`config.mk`:
```
export PLATFORM = sky130hd
export DESIGN_NAME = bbi_host_if
export DESIGN_NICKNAME = d
export VERILOG_FILES = /design/src/rtl/bbi_pkg.sv /design/src/rtl/bbi_strobe_decode.sv /design/src/rtl/bbi_cmd_unit.sv /design/src/rtl/bbi_byte_regs.sv /design/src/rtl/bbi_host_if.sv
export SDC_FILE = /design/constraint.sdc
export NUM_CORES = 1
export LEC_CHECK = 0
export CAP_MARGIN = 20
export CORE_UTILIZATION = 40
export DETAILED_ROUTE_END_ITERATION = 10
export GPL_ROUTABILITY_DRIVEN = 0
export PLACE_DENSITY = 0.71
export SETUP_SLACK_MARGIN = 0.05
export SKIP_LAST_GASP = 1
export SYNTH_ARGS = -nofsm -noshare
export SYNTH_HDL_FRONTEND = slang
export SYNTH_SLANG_ARGS = --single-unit
```
`constraint.sdc`:
```
create_clock -name clk -period 3.3 [get_ports clk]
set_clock_uncertainty 0.05 [all_clocks]
set_input_delay 0.99 -clock clk [delete_from_list [all_inputs] [get_ports clk]]
set_output_delay 0.99 -clock clk [all_outputs]
set_load 0.05 [all_outputs]
```
`src/rtl/bbi_pkg.sv`:
```
package bbi_pkg;

  typedef struct packed {
    logic data_rd;
    logic data_wr;
    logic stat_rd;
    logic cmd_wr;
  } bus_evt_t;

  typedef enum logic [1:0] {
    CK_ACTION = 2'd0,
    CK_POINTER = 2'd1,
    CK_MODE = 2'd2
  } cmd_kind_t;

  function automatic cmd_kind_t cmd_kind(input logic [7:0] b);
    if (!b[7]) return CK_ACTION;
    else if (!b[6]) return CK_POINTER;
    else return CK_MODE;
  endfunction

endpackage

```
`src/rtl/bbi_strobe_decode.sv`:
```
module bbi_strobe_decode
  import bbi_pkg::*;
(
  input  logic     clk,
  input  logic     rst_n,
  input  logic     cs_n,
  input  logic     cmd_sel,
  input  logic     rd_n,
  input  logic     wr_n,
  output bus_evt_t evt
);
  logic rd_act, wr_act, rd_prev, wr_prev, rd_first, wr_first;

  assign rd_act = !cs_n && !rd_n && wr_n;
  assign wr_act = !cs_n && !wr_n && rd_n;

  always_ff @(posedge clk) begin
    if (!rst_n) begin
      rd_prev <= 1'b0;
      wr_prev <= 1'b0;
    end else begin
      rd_prev <= rd_act;
      wr_prev <= wr_act;
    end
  end

  assign rd_first = rd_act && !rd_prev;
  assign wr_first = wr_act && !wr_prev;

  always_comb begin
    evt.data_rd = rd_first && !cmd_sel;
    evt.stat_rd = rd_first && cmd_sel;
    evt.data_wr = wr_first && !cmd_sel;
    evt.cmd_wr  = wr_first && cmd_sel;
  end

  // a strobe held low is accepted only once
  a_r6_single_read: assert property (@(posedge clk) disable iff (!rst_n)
    (evt.data_rd || evt.stat_rd) |=> !(evt.data_rd || evt.stat_rd));
  a_r6_single_write: assert property (@(posedge clk) disable iff (!rst_n)
    (evt.data_wr || evt.cmd_wr) |=> !(evt.data_wr || evt.cmd_wr));
  // nothing accepted while disabled
  a_r11_disabled_quiet: assert property (@(posedge clk) disable iff (!rst_n)
    cs_n |-> (evt == '0));

endmodule

```
`src/rtl/bbi_cmd_unit.sv`:
```
module bbi_cmd_unit
  import bbi_pkg::*;
#(
  parameter int BUS_W  = 8,
  parameter int NPTR   = 6,
  parameter int PTR_W  = 3,
  parameter int MODE_W = 4
) (
  input  logic              clk,
  input  logic              rst_n,
  input  bus_evt_t          evt,
  input  logic [BUS_W-1:0]  din,
  output logic [PTR_W-1:0]  ptr,
  output logic [MODE_W-1:0] mode,
  output logic              load_pulse,
  output logic              latch_pulse,
  output logic              clear_pulse,
  output logic              irq_ack_pulse
);
  localparam logic [PTR_W-1:0] PTR_LAST = PTR_W'(NPTR - 1);
  localparam logic [PTR_W-1:0] PTR_LIM  = PTR_W'(NPTR);

  cmd_kind_t        kind;
  logic [PTR_W-1:0] ptr_field;
  logic             is_act;

  assign kind      = cmd_kind(din[7:0]);
  assign ptr_field = din[PTR_W-1:0];
  assign is_act    = evt.cmd_wr && (kind == CK_ACTION);

  always_ff @(posedge clk) begin
    if (!rst_n) begin
      ptr  <= '0;
      mode <= '0;
    end else if (evt.data_rd || evt.data_wr) begin
      ptr <= (ptr == PTR_LAST) ? '0 : ptr + 1'b1;
    end else if (evt.cmd_wr) begin
      if (kind == CK_POINTER)
        ptr <= (ptr_field >= PTR_LIM) ? '0 : ptr_field;
      else if (kind == CK_MODE)
        mode <= din[MODE_W-1:0];
    end
  end

  always_ff @(posedge clk) begin
    if (!rst_n) begin
      load_pulse    <= 1'b0;
      latch_pulse   <= 1'b0;
      clear_pulse   <= 1'b0;
      irq_ack_pulse <= 1'b0;
    end else begin
      load_pulse    <= is_act && din[0];
      latch_pulse   <= is_act && din[1];
      clear_pulse   <= is_act && din[2];
      irq_ack_pulse <= is_act && din[3];
    end
  end

  // pointer never leaves its range and steps with wrap
  a_r4_ptr_in_range: assert property (@(posedge clk) disable iff (!rst_n)
    ptr < PTR_LIM);
  a_r4_ptr_step: assert property (@(posedge clk) disable iff (!rst_n)
    (evt.data_rd || evt.data_wr) |=>
      (ptr == (($past(ptr) == PTR_LAST) ? '0 : $past(ptr) + 1'b1)));
  // a pulse only follows an accepted command write
  a_r8_pulse_after_cmd: assert property (@(posedge clk) disable iff (!rst_n)
    (load_pulse || latch_pulse || clear_pulse || irq_ack_pulse) |-> $past(evt.cmd_wr));
  a_r8_pulse_one_cycle: assert property (@(posedge clk) disable iff (!rst_n)
    load_pulse |=> !load_pulse);
  // status reads leave the pointer alone
  a_r12_status_keeps_ptr: assert property (@(posedge clk) disable iff (!rst_n)
    evt.stat_rd |=> $stable(ptr));

endmodule

```
`src/rtl/bbi_byte_regs.sv`:
```
module bbi_byte_regs #(
  parameter int BUS_W  = 8,
  parameter int CNT_W  = 24,
  parameter int NBYTES = 3,
  parameter int PTR_W  = 3
) (
  input  logic             clk,
  input  logic             rst_n,
  input  logic             wr_en,
  input  logic [PTR_W-1:0] ptr,
  input  logic [BUS_W-1:0] din,
  input  logic [CNT_W-1:0] latch_val,
  output logic [CNT_W-1:0] preload_val,
  output logic [CNT_W-1:0] ref_val,
  output logic [BUS_W-1:0] rd_byte
);
  always_ff @(posedge clk) begin
    if (!rst_n) begin
      preload_val <= '0;
      ref_val     <= '0;
    end else if (wr_en) begin
      for (int i = 0; i < NBYTES; i++) begin
        if (ptr == PTR_W'(i))          preload_val[i*BUS_W +: BUS_W] <= din;
        if (ptr == PTR_W'(i + NBYTES)) ref_val[i*BUS_W +: BUS_W]     <= din;
      end
    end
  end

  always_comb begin
    rd_byte = '0;
    for (int i = 0; i < NBYTES; i++) begin
      if (ptr == PTR_W'(i))          rd_byte = latch_val[i*BUS_W +: BUS_W];
      if (ptr == PTR_W'(i + NBYTES)) rd_byte = ref_val[i*BUS_W +: BUS_W];
    end
  end

  // a write leaves bytes outside the pointer untouched
  a_r3_ref_kept_on_preload_write: assert property (@(posedge clk) disable iff (!rst_n)
    (wr_en && ptr < PTR_W'(NBYTES)) |=> $stable(ref_val));

endmodule

```
`src/rtl/bbi_host_if.sv`:
```
module bbi_host_if
  import bbi_pkg::*;
#(
  parameter int BUS_W  = 8,
  parameter int CNT_W  = 24,
  parameter int MODE_W = 4
) (
  input  logic              clk,
  input  logic              rst_n,
  input  logic              cs_n,
  input  logic              cmd_sel,
  input  logic              rd_n,
  input  logic              wr_n,
  input  logic [BUS_W-1:0]  bus_in,
  output logic [BUS_W-1:0]  bus_out,
  output logic              bus_oe,
  input  logic [CNT_W-1:0]  latch_val,
  input  logic              abn_flag,
  input  logic              irq_state,
  input  logic              eq_flag,
  input  logic              dir_flag,
  input  logic              latch_valid,
  input  logic              pin_a,
  input  logic              pin_b,
  input  logic              pin_z,
  output logic [CNT_W-1:0]  preload_val,
  output logic [CNT_W-1:0]  ref_val,
  output logic [MODE_W-1:0] mode,
  output logic              load_pulse,
  output logic              latch_pulse,
  output logic              clear_pulse,
  output logic              irq_ack_pulse
);
  localparam int NBYTES = CNT_W / BUS_W;
  localparam int NPTR   = 2 * NBYTES;
  localparam int PTR_W  = $clog2(NPTR);

  bus_evt_t         evt;
  logic [PTR_W-1:0] ptr;
  logic [BUS_W-1:0] rd_byte, rd_buf;
  logic [7:0]       status_q;

  bbi_strobe_decode u_strobe (
    .clk(clk), .rst_n(rst_n), .cs_n(cs_n), .cmd_sel(cmd_sel),
    .rd_n(rd_n), .wr_n(wr_n), .evt(evt)
  );

  bbi_cmd_unit #(.BUS_W(BUS_W), .NPTR(NPTR), .PTR_W(PTR_W), .MODE_W(MODE_W)) u_cmd (
    .clk(clk), .rst_n(rst_n), .evt(evt), .din(bus_in), .ptr(ptr), .mode(mode),
    .load_pulse(load_pulse), .latch_pulse(latch_pulse),
    .clear_pulse(clear_pulse), .irq_ack_pulse(irq_ack_pulse)
  );

  bbi_byte_regs #(.BUS_W(BUS_W), .CNT_W(CNT_W), .NBYTES(NBYTES), .PTR_W(PTR_W)) u_regs (
    .clk(clk), .rst_n(rst_n), .wr_en(evt.data_wr), .ptr(ptr), .din(bus_in),
    .latch_val(latch_val), .preload_val(preload_val), .ref_val(ref_val),
    .rd_byte(rd_byte)
  );

  always_ff @(posedge clk) begin
    if (!rst_n) status_q <= '0;
    else status_q <= {abn_flag, irq_state, eq_flag, dir_flag,
                      latch_valid, pin_z, pin_b, pin_a};
  end

  always_ff @(posedge clk) begin
    if (!rst_n)           rd_buf <= '0;
    else if (evt.data_rd) rd_buf <= rd_byte;
    else if (evt.stat_rd) rd_buf <= BUS_W'(status_q);
  end

  assign bus_oe  = !cs_n && !rd_n;
  assign bus_out = rd_buf;

  // the output byte does not change while the host is reading it
  a_r2_stable_during_read: assert property (@(posedge clk) disable iff (!rst_n)
    (bus_oe && $past(bus_oe) && !evt.data_rd && !evt.stat_rd) |-> $stable(bus_out));
  // disabled host port leaves the data registers alone
  a_r11_regs_hold: assert property (@(posedge clk) disable iff (!rst_n)
    cs_n |=> ($stable(preload_val) && $stable(ref_val)));

endmodule

```
==> impl_metrics.tcl <==
set metrics [dict create \
    wirelength_um 9780 \
    worst_slew_pin_slew_ns 0.607 \
    diodes 0 \
    dpl.hpwl_um 7000 \
    gr-total-overflow 0 \
    initial_utilization 0.414 \
    grt_pass1_vias 2963 \
    maxCapViolations 0 \
    post_cts_buffers 0 \
    syn_area_um2 3420 \
    area_delta_synth_final_pct 42.5 \
    core_um2 8260 \
    cp-end-kind "output pin" \
    final.hold.worst_slack_ns 0.414 \
    cp.arrival_ns 1.96 \
    setup_viol 0 \
    regArea_um2 1540 \
    ys_types 40 \
    synth_nets 413 \
    drt-pass1-iter-count 4 \
    crit_type "in -> out" \
    fillers 726 \
    status "complete, no violations" \
    grt_pass1_wl_um 15600 \
    io_buffers 110 \
    drt_iter0_markers 149 \
    fin_crit_sh 0.910 \
    synth_seq_area_share 0.451 \
    cpPeakStageDelay_ns 0.53 \
    die_w_um 94.4 \
    die_h_um 94.4 \
    final_cells 583 \
    rows 33 \
    die_area_um2 8920 \
    rsz0062_at_grt "no" \
    htree_levels 3 \
    cts.sinks 77 \
    slew-limit-headroom 0.594 \
    ctsHoldBuffers 0 \
    cts_tree "yes" \
    peakVddDrop_mv 0.275 \
    hold_class "reg -> reg" \
    syn_inst 366 \
    track_usage 0.233 \
    antenna_found_initial 0 \
    post-route-min-period_ns 3.00 \
    avgViaCountPerCell 5.12 \
    finalHoldViolCount 0 \
    p_leak_nw 1.69 \
    num_io_pins 111 \
    ant_nets 0 \
    worstPathRequired_ns 2.26 \
    cp_max_fo 5 \
    clk_pin_slew_ns 0.07 \
    route.detailed.drc 0 \
    clock_latency_ns 0.35 \
    cp_cell_sequence "clkdlybuf4s50_1 > nor2_1 > buf_12" \
    avgSynthCellArea_um2 9.34 \
    cts_buffers 9 \
    drive_gt1_frac 0.0753 \
    vias 2984 \
    cts_root_buf "clkbuf_8" \
    critPathSlowestCell "clkdlybuf4s50_1" \
    multi_input_area_um2 1770 \
    nets 520 \
    grt_max_degree 65 \
    ctsLongestPathBuffers 2 \
    cellPowerDensity_nw_per_um2 406 \
    synth_seq_cells 77 \
    start_kind "primary input" \
    wire_per_inst_um 16.8 \
    cts_resized 0 \
    yosysWarningCount 0 \
    fmax_mhz 333 \
    placed_cells 567 \
    tns_ns 0 \
    finalMaxSlewViolations 0 \
]
synth_stat cells, drive strengths merged:
library cell / instances / area (um2)
nor3: 3 / 37.5
a21boi: 8 / 60.1
a21o: 1 / 7.51
clkbuf: 20 / 75.1
buf: 5 / 20.0
nand3: 2 / 10.0
nor2: 15 / 71.3
ha: 1 / 12.5
and3: 2 / 12.5
nand3b: 2 / 15.0
a21oi: 11 / 55.1
or3b: 1 / 8.76
or4: 1 / 7.51
and4b: 1 / 10.0
nor3b: 2 / 15.0
o221ai: 8 / 70.1
dfxtp: 77 / 1540
nand2: 45 / 176
nor2b: 45 / 282
nor4b: 2 / 32.5
o21a: 9 / 67.6
and3b: 1 / 8.76
and2: 14 / 87.6
o311a: 1 / 10.0
a221oi: 8 / 70.1
nor4bb: 1 / 10.0
mux2i: 44 / 440
inv: 3 / 11.3
or2: 1 / 6.26
a211o: 1 / 8.76
nor4: 1 / 21.3
nand2b: 4 / 25.0
nand4: 1 / 6.26
o21ai: 25 / 125
where the power goes:
group	internal (mW)	switching, mW
sequential	0.942	0.00992
combinational	0.112	0.120
clock	0.445	0.350
total	1.50	0.479
path summary, 6_finish.rpt:
| kind | from | end | slack [ns] | cells after the start |
|---|---|---|---|---|
| worst min register to register | u_regs.preload_val[1] | u_regs.preload_val[1] | 0.41 | 2 |
| worst max register to register | u_cmd.ptr[2] | bus_out[7] | 1.24 | 5 |
| worst max-delay path | cs_n | bus_oe | 0.30 | 3 |
| worst min-delay path | u_regs.preload_val[1] | u_regs.preload_val[1] | 0.41 | 2 |
flip-flops by register name, indices dropped and copies added, names as in the netlist:
signal and flops:
u_cmd.ptr 3, status_q 8, u_regs.ref_val 24, u_cmd.mode 4
bus_out 8, u_regs.preload_val 24, u_cmd.irq_ack_pulse 1, u_cmd.latch_pulse 1
u_cmd.clear_pulse 1, u_strobe.rd_prev 1, u_cmd.load_pulse 1, u_strobe.wr_prev 1
routing by layer:
metal,up-vias,part of all wire,GRT usage
li1,1483,-,-
met1,1372,0.45,0.303
met2,115,0.46,0.372
met3,14,0.072,0.0733
met4,0,0.017,0.0641
met5,-,0,0
area by class of cell:
type	instances	area share
Tap cell	105	0.0270
Timing Repair Buffer	121	0.245
Multi-Input combinational cell	261	0.363
Clock inverter	6	0.0177
Clock buffer	10	0.0282
Sequential cell	77	0.316
Inverter	3	0.00231
per-stage QoR:
stage	area, um2	util	worst slack [ns]	power [mW]
floorplan	3420	-	0.597	1.09
global placement	4650	0.563	0.202	1.20
detailed placement	4650	0.563	0.145	1.20
CTS	4870	0.590	0.294	1.99
global route	4870	0.590	0.205	2.05
finish	4870	0.590	0.298	1.98
cell usage in the layout (no fill, tap or decap), types with 2 or more instances in the layout:
cell             Yosys  layout
a21boi_0             7       7
o21ai_0             25      25
and2_1              14      14
a21oi_1             11      11
clkinv_2             0       2
nor2_4               2       2
clkdlybuf4s50_1      0     109
nor3b_1              2       2
nand2b_1             4       4
o21a_1               9       9
clkbuf_8             0      10
nor3_4               2       2
a221oi_1             8       8
dfxtp_1             77      77
mux2i_1             44      44
bufinv_16            0       2
nand2_1             44      44
nor2_1              13      13
buf_4                0      11
nand3b_1             2       2
inv_1                3       3
nor2b_1             45      45
and3_1               2       2
nand3_1              2       2
o221ai_1             8       8
critical path, delay by kind of cell:
family / cells / cell delay (ns)
AND/OR/NAND/NOR: 1 / 0.27
buffers and inverters: 2 / 0.70
cell families (layout without fill, tap and decap cells):
kind of cell	after synthesis	in the layout	synth area share
simple gates	144	144	0.247
buf+inv	28	140	0.0311
flops	77	77	0.451
fa+ha+maj	1	1	0.00366
compound gates	72	72	0.139
mux	44	44	0.129
No activity file was read; power rests on OpenSTA's default activity.
